### config.mk
export PLATFORM = sky130hd
export DESIGN_NAME = nbt_sram_core
export DESIGN_NICKNAME = d
export VERILOG_FILES = /design/src/rtl/nbt_pkg.sv /design/src/rtl/nbt_burst_ctl.sv /design/src/rtl/nbt_late_write.sv /design/src/rtl/nbt_array.sv /design/src/rtl/nbt_sram_core.sv
export SDC_FILE = /design/constraint.sdc
export NUM_CORES = 1
export LEC_CHECK = 0
export BUFFER_PORTS_ARGS = -buffer_cell sky130_fd_sc_hd__buf_2
export CAP_MARGIN = 20
export CORE_MARGIN = 5
export CORE_UTILIZATION = 40
export DETAILED_ROUTE_END_ITERATION = 10
export PLACE_DENSITY = 0.58
export SLEW_MARGIN = 20
export SYNTH_ARGS = -nofsm -noshare
export SYNTH_HDL_FRONTEND = slang
export SYNTH_SLANG_ARGS = --single-unit
### constraint.sdc
create_clock -name clk_i -period 3.5 [get_ports clk_i]
set_input_delay 0.35 -clock clk_i [delete_from_list [all_inputs] [get_ports clk_i]]
set_output_delay 0.35 -clock clk_i [all_outputs]
set_load 0.005 [all_outputs]
### src/rtl/nbt_pkg.sv
package nbt_pkg;
  localparam int unsigned BEAT_W = 2;

  // next low address bits of a 4-beat burst
  function automatic logic [BEAT_W-1:0] burst_low(input logic [BEAT_W-1:0] start,
                                                   input logic [BEAT_W-1:0] beat,
                                                   input logic linear);
    return linear ? start + beat : start ^ beat;
  endfunction
endpackage

### src/rtl/nbt_burst_ctl.sv
module nbt_burst_ctl #(
  parameter int unsigned ADDR_W = 6,
  parameter int unsigned NB     = 2
) (
  input  logic              clk_i,
  input  logic              rst_ni,
  input  logic              sleep_i,
  input  logic              linear_i,
  input  logic              ce1_ni,
  input  logic              ce2_i,
  input  logic              ce3_ni,
  input  logic              we_ni,
  input  logic              adv_i,
  input  logic [NB-1:0]     bwe_ni,
  input  logic [ADDR_W-1:0] addr_i,
  output logic              cmd_vld_o,
  output logic              cmd_wr_o,
  output logic [ADDR_W-1:0] cmd_addr_o,
  output logic [NB-1:0]     cmd_be_o
);
  import nbt_pkg::*;
  localparam int unsigned HI_W = ADDR_W - BEAT_W;

  logic              vld_q, wr_q;
  logic [HI_W-1:0]   base_q;
  logic [BEAT_W-1:0] start_q, beat_q;
  logic [NB-1:0]     be_q;
  logic              sel;

  assign sel = !ce1_ni && ce2_i && !ce3_ni;

  always_ff @(posedge clk_i or negedge rst_ni) begin
    if (!rst_ni) begin
      vld_q   <= 1'b0;
      wr_q    <= 1'b0;
      base_q  <= '0;
      start_q <= '0;
      beat_q  <= '0;
      be_q    <= '0;
    end else if (sleep_i) begin
      vld_q <= 1'b0;
    end else if (adv_i) begin
      beat_q <= beat_q + 1'b1;
    end else begin
      vld_q   <= sel;
      wr_q    <= !we_ni;
      base_q  <= addr_i[ADDR_W-1:BEAT_W];
      start_q <= addr_i[BEAT_W-1:0];
      beat_q  <= '0;
      be_q    <= ~bwe_ni;
    end
  end

  assign cmd_vld_o  = vld_q;
  assign cmd_wr_o   = wr_q;
  assign cmd_be_o   = be_q;
  assign cmd_addr_o = {base_q, burst_low(start_q, beat_q, linear_i)};

  AST_DESELECT: assert property (@(posedge clk_i) disable iff (!rst_ni)
    (!sleep_i && !adv_i && (ce1_ni || !ce2_i || ce3_ni)) |=> !cmd_vld_o);
  AST_SLEEP_BLOCK: assert property (@(posedge clk_i) disable iff (!rst_ni)
    sleep_i |=> !cmd_vld_o);
  AST_ADV_HOLD: assert property (@(posedge clk_i) disable iff (!rst_ni)
    (adv_i && !sleep_i) |=> ($stable(cmd_addr_o[ADDR_W-1:BEAT_W]) && $stable(cmd_wr_o)));
  AST_ADV_LINEAR: assert property (@(posedge clk_i) disable iff (!rst_ni)
    (adv_i && !sleep_i && linear_i) |=>
      (!linear_i || cmd_addr_o[BEAT_W-1:0] == $past(cmd_addr_o[BEAT_W-1:0]) + 2'd1));
endmodule

### src/rtl/nbt_late_write.sv
module nbt_late_write #(
  parameter int unsigned ADDR_W = 6,
  parameter int unsigned NB     = 2
) (
  input  logic              clk_i,
  input  logic              rst_ni,
  input  logic              pipe_i,
  input  logic              cmd_vld_i,
  input  logic              cmd_wr_i,
  input  logic [ADDR_W-1:0] cmd_addr_i,
  input  logic [NB-1:0]     cmd_be_i,
  output logic              wr_en_o,
  output logic [ADDR_W-1:0] wr_addr_o,
  output logic [NB-1:0]     wr_be_o
);
  logic              s2_vld_q;
  logic [ADDR_W-1:0] s2_addr_q;
  logic [NB-1:0]     s2_be_q;

  always_ff @(posedge clk_i or negedge rst_ni) begin
    if (!rst_ni) begin
      s2_vld_q  <= 1'b0;
      s2_addr_q <= '0;
      s2_be_q   <= '0;
    end else begin
      s2_vld_q  <= cmd_vld_i && cmd_wr_i;
      s2_addr_q <= cmd_addr_i;
      s2_be_q   <= cmd_be_i;
    end
  end

  // double late write in pipelined timing, single late write otherwise
  assign wr_en_o   = pipe_i ? s2_vld_q  : (cmd_vld_i && cmd_wr_i);
  assign wr_addr_o = pipe_i ? s2_addr_q : cmd_addr_i;
  assign wr_be_o   = pipe_i ? s2_be_q   : cmd_be_i;

  AST_PIPE_COMMIT: assert property (@(posedge clk_i) disable iff (!rst_ni)
    (pipe_i && cmd_vld_i && cmd_wr_i) |=> (!pipe_i || (wr_en_o && wr_addr_o == $past(cmd_addr_i))));
endmodule

### src/rtl/nbt_array.sv
module nbt_array #(
  parameter int unsigned ADDR_W = 6,
  parameter int unsigned NB     = 2,
  parameter int unsigned BYTE_W = 9
) (
  input  logic                 clk_i,
  input  logic                 we_i,
  input  logic [ADDR_W-1:0]    waddr_i,
  input  logic [NB-1:0]        wbe_i,
  input  logic [NB*BYTE_W-1:0] wdata_i,
  input  logic [ADDR_W-1:0]    raddr_i,
  output logic [NB*BYTE_W-1:0] rdata_o
);
  localparam int unsigned DEPTH = 1 << ADDR_W;

  for (genvar b = 0; b < NB; b++) begin : g_lane
    logic [BYTE_W-1:0] mem_q [DEPTH];
    always_ff @(posedge clk_i) begin
      if (we_i && wbe_i[b]) mem_q[waddr_i] <= wdata_i[b*BYTE_W +: BYTE_W];
    end
    assign rdata_o[b*BYTE_W +: BYTE_W] = mem_q[raddr_i];
  end
endmodule

### src/rtl/nbt_sram_core.sv
module nbt_sram_core #(
  parameter int unsigned ADDR_W = 6,
  parameter int unsigned NB     = 2,
  parameter int unsigned BYTE_W = 9,
  localparam int unsigned DATA_W = NB * BYTE_W
) (
  input  logic              clk_i,
  input  logic              rst_ni,
  input  logic              pipe_mode_i,
  input  logic              linear_i,
  input  logic              sleep_i,
  input  logic              oe_ni,
  input  logic              ce1_ni,
  input  logic              ce2_i,
  input  logic              ce3_ni,
  input  logic              we_ni,
  input  logic              adv_i,
  input  logic [NB-1:0]     bwe_ni,
  input  logic [ADDR_W-1:0] addr_i,
  input  logic [DATA_W-1:0] wdata_i,
  output logic [DATA_W-1:0] rdata_o,
  output logic              rdata_oe_o
);
  logic              c_vld, c_wr;
  logic [ADDR_W-1:0] c_addr;
  logic [NB-1:0]     c_be;
  logic              w_en;
  logic [ADDR_W-1:0] w_addr;
  logic [NB-1:0]     w_be;
  logic [DATA_W-1:0] ram_q, merged, out_q, data_sync;
  logic              out_vld_q, rd_now, byp_hit, drive_sync;

  nbt_burst_ctl #(.ADDR_W(ADDR_W), .NB(NB)) u_burst (
    .clk_i, .rst_ni, .sleep_i, .linear_i, .ce1_ni, .ce2_i, .ce3_ni, .we_ni,
    .adv_i, .bwe_ni, .addr_i,
    .cmd_vld_o(c_vld), .cmd_wr_o(c_wr), .cmd_addr_o(c_addr), .cmd_be_o(c_be)
  );

  nbt_late_write #(.ADDR_W(ADDR_W), .NB(NB)) u_lw (
    .clk_i, .rst_ni, .pipe_i(pipe_mode_i),
    .cmd_vld_i(c_vld), .cmd_wr_i(c_wr), .cmd_addr_i(c_addr), .cmd_be_i(c_be),
    .wr_en_o(w_en), .wr_addr_o(w_addr), .wr_be_o(w_be)
  );

  nbt_array #(.ADDR_W(ADDR_W), .NB(NB), .BYTE_W(BYTE_W)) u_ram (
    .clk_i, .we_i(w_en), .waddr_i(w_addr), .wbe_i(w_be), .wdata_i,
    .raddr_i(c_addr), .rdata_o(ram_q)
  );

  assign rd_now  = c_vld && !c_wr;
  assign byp_hit = w_en && (w_addr == c_addr);

  // forward bytes of a write committing on this edge
  for (genvar b = 0; b < NB; b++) begin : g_byp
    assign merged[b*BYTE_W +: BYTE_W] = (byp_hit && w_be[b]) ?
      wdata_i[b*BYTE_W +: BYTE_W] : ram_q[b*BYTE_W +: BYTE_W];
  end

  always_ff @(posedge clk_i or negedge rst_ni) begin
    if (!rst_ni) begin
      out_vld_q <= 1'b0;
      out_q     <= '0;
    end else begin
      out_vld_q <= rd_now;
      if (rd_now) out_q <= merged;
    end
  end

  assign drive_sync = pipe_mode_i ? out_vld_q : rd_now;
  assign data_sync  = pipe_mode_i ? out_q : merged;
  assign rdata_oe_o = drive_sync && !oe_ni && !sleep_i;
  assign rdata_o    = rdata_oe_o ? data_sync : '0;

  AST_PIPE_READ: assert property (@(posedge clk_i) disable iff (!rst_ni)
    (pipe_mode_i && rd_now) |=> (!pipe_mode_i || oe_ni || sleep_i || rdata_oe_o));
  AST_BYPASS: assert property (@(posedge clk_i) disable iff (!rst_ni)
    (pipe_mode_i && rd_now && byp_hit && (&w_be)) |=> (out_q == $past(wdata_i)));
endmodule

==> metrics <==
Setup crit end kind=primary output; Setup violations, final=36; Final period util=121%; WL final=about 150000 um; Crit path top cell by count=buf_4; failing checks=negative setup slack; average cell area after synthesis=between 15 and 20 um2; Power per Cell Area=631 nW/um2; P&R area growth vs syn=24.2%; post-route design area=59900 um2; unrepaired setup endpoints after global routing=true; most common flop cell mapped by yosys=edfxtp_1; routed vias/inst=roughly 6; post-layout util=50.0%; num rows=around 130; Mapped Cells=3077; post-DP HPWL=about 93000 um; Post-synth EDFFs=1152; leading cell type in the layout, fill and taps excluded=edfxtp_1; num ports=between 50 and 60; Max Slew Vio Count=0; maximum vdd ir drop=0.470 mV; max cap viols=0; initial antenna violation count=9; Synth area leader=edfxtp_1; worst-margin pin slew=1320 ps; layout cells sized above 1=between 20% and 30%; Mapped Area=~48000 um2; die width=357 um; GR Util All Layers=approximately 23%; Initial Util=between 40% and 50%; Starting DRT DRC Count=about 3800; family with the most delay on the worst path=buffers and inverters; commonest cells after routing, fill and taps aside=edfxtp_1 (1152), nand2_1 (452), buf_4 (430); Hold Path Class=in -> reg; H-tree levels=3; pre-CTS setup slack=-276 ps; Final Power=between 30 and 40 mW; P_leak=about 20 nW; async set-reset flop share out of synthesis=about 3.4%; Synth warnings=0; worst hold slack=82.6 ps; routed length per instance=about 28 um; dpl cells=between 4000 and 5000; Cell variety after synth=between 50 and 60; slew margin rel.=12.2%; crit start category=flip-flop; TritonCTS clock tree=yes; Worst Path Buf+Inv=7; Yosys top cell area share=about 72%; clk slew on worst S/H paths=roughly 60 ps; CP max stage cell=dfrtp_2; crit path from=u_burst.beat_q[1]; DRT Pass-1 Iters=9; Synth area leaders=edfxtp_1 (72%), mux4_2 (5.6%), nand2_1 (3.6%), mux2i_1 (2.3%), dfrtp_1 (2.1%); final std cells w/o fill=about 5300; Port Buffers=55; synthesized net count=about 3100; Final WS setup=-721 ps; clk_skew=42.9 ps; Antenna Violating Nets Remaining=0; CP max FO=10; Seq cells post-synth=about 1200; clk sinks=1192; min Tclk post-route=approximately 4200 ps; setup TNS=-11820 ps; Die Span Y=about 360 um; hold path start=wdata_i[2]; FF-to-FF Start=u_burst.start_q[1]; FMAX=around 240 MHz; core area=120000 um2; Fin. Hold Viols=0; Residual DRC=0; Final #Nets=roughly 3600; crit-path cells=buf_4, xor2_4, buf_4, nand2_4, buf_12, buf_12, buf_4, o221ai_1, a21oi_2, nor4_1, buf_4, o32a_1, a211oi_4, buf_2; GPL Wtd Cong=about 0.87; Critical Path AT=roughly 3900 ps; worst skew pair latency=about 750 ps; total gr overflow=0; first-pass GRT wire length=212000 um; Critical Path Max Stage Delay=450 ps; critical path type=reg -> out; placed cell area=53700 um2; Root Driver=clkbuf_16; vias in the first global route=roughly 30000; WP data required=between 3000 and 4000 ps; status=finished, violations left; pin count of the biggest net entering global routing=55; post-synthesis sequential area ratio=~74%; TritonCTS Buffers=~120; routed vias=between 30000 and 40000; die area=~130000 um2; deepest clock path buffer count=3
==> final cells by class <==
type                            instances  area, um2
Fill cell                           10000      59900
Inverter                               10       66.3
Clock inverter                         81        727
Antenna cell                            3       7.51
Timing Repair inverter                  2       27.5
Multi-Input combinational cell       1655      12700
Tap cell                             1612       2020
Sequential cell                      1192      35600
Timing Repair Buffer                  605       5650
Clock buffer                          144       3140
==> final timing paths <==
path	to	depth (start not counted)	slack (ps)
min in group asynchronous	out_q[10]	2	310
setup / recovery	rdata_o[1]	14	-720
hold / removal	u_ram.g_lane[0].mem_q[2][2]	1	80
hold reg to reg	u_lw.s2_be_q[0]	0	440
setup reg to reg	u_ram.g_lane[0].mem_q[61][8]	9	-30
max in group asynchronous	out_q[5]	3	2390
==> worst register-to-register path, delay by kind of cell (launching register included) <==
| kind | cells | cell delay (ps) |
|---|---|---|
| AOI/OAI and AO/OA | 1 | 1030 |
| xor gates and xnor gates | 2 | 390 |
| buffers and inverters | 4 | 560 |
| DFF | 1 | 460 |
| and+or+nand+nor | 2 | 640 |
==> layer usage <==
layer	track usage (%)	part of all wire, %	vias to the layer above
li1	-	-	13300
met1	31.2	41	15900
met2	36.6	47	1565
met3	4.49	8.9	300
met4	7.01	3.2	6
met5	0	0.028	-
==> flip-flops by register name, summed over array words and instances, names as in the netlist <==
| register | cells |
|---|---|
| out_q | 18 |
| out_vld_q | 1 |
| u_burst.base_q | 4 |
| u_burst.beat_q | 2 |
| u_burst.cmd_be_o | 2 |
| u_burst.cmd_vld_o | 1 |
| u_burst.cmd_wr_o | 1 |
| u_burst.start_q | 2 |
| u_lw.s2_addr_q | 6 |
| u_lw.s2_be_q | 2 |
| u_lw.s2_vld_q | 1 |
| u_ram.g_lane.mem_q | 1152 |
==> where the power goes <==
group | total (mW) | switching, mW | internal [mW] | leakage (nW)
combinational | 9.25 | 5.12 | 4.13 | 7.46
clock | 12.6 | 5.52 | 7.13 | 1.90
sequential | 15.9 | 0.124 | 15.8 | 10.8
total | 37.8 | 10.8 | 27.0 | 20.2
==> cells by family (layout without fill, tap and decap cells) <==
kind of cell | Yosys count | count (layout) | synth area share, %
adders and majority gates | 1 | 1 | 0.0259
xor gates and xnor gates | 9 | 9 | 0.218
buffers and inverters | 231 | 842 | 2.08
muxes | 245 | 245 | 8.21
other | 0 | 3 | 0
DFF | 1192 | 1192 | 73.8
AOI/OAI and AO/OA | 559 | 559 | 8.38
and+or+nand+nor | 840 | 841 | 7.25
==> Yosys cell counts (10+ instances only) <==
cell type and n:
edfxtp_1 1152, nand2_1 457, nor2_1 194, clkbuf_1 141, mux4_2 119, mux2i_1 112, o221ai_1 104, a21oi_1 96
nand3_1 94, a31oi_1 87, o21ai_0 67, buf_2 52, a32oi_1 51, dfrtp_1 40, o311ai_0 39, nor3_1 33
a211oi_1 24, a22oi_1 20, and3_1 17, buf_1 14, mux2_2 14, a32o_1 13, o32a_1 13, a311oi_1 11
nor4b_1 10
==> repair_timing <==
action / CTS / global route
hold buffers: 16 / 0
endpoints found under the setup margin: 63 / 64
gates resized for setup: 174 / 102
pin swaps: 52 / 60
setup buffers: 56 / 23
gates cloned: 11 / 4
endpoints found under the hold margin: 38 / 0
Note: power is estimated with default switching activity, not from simulation.
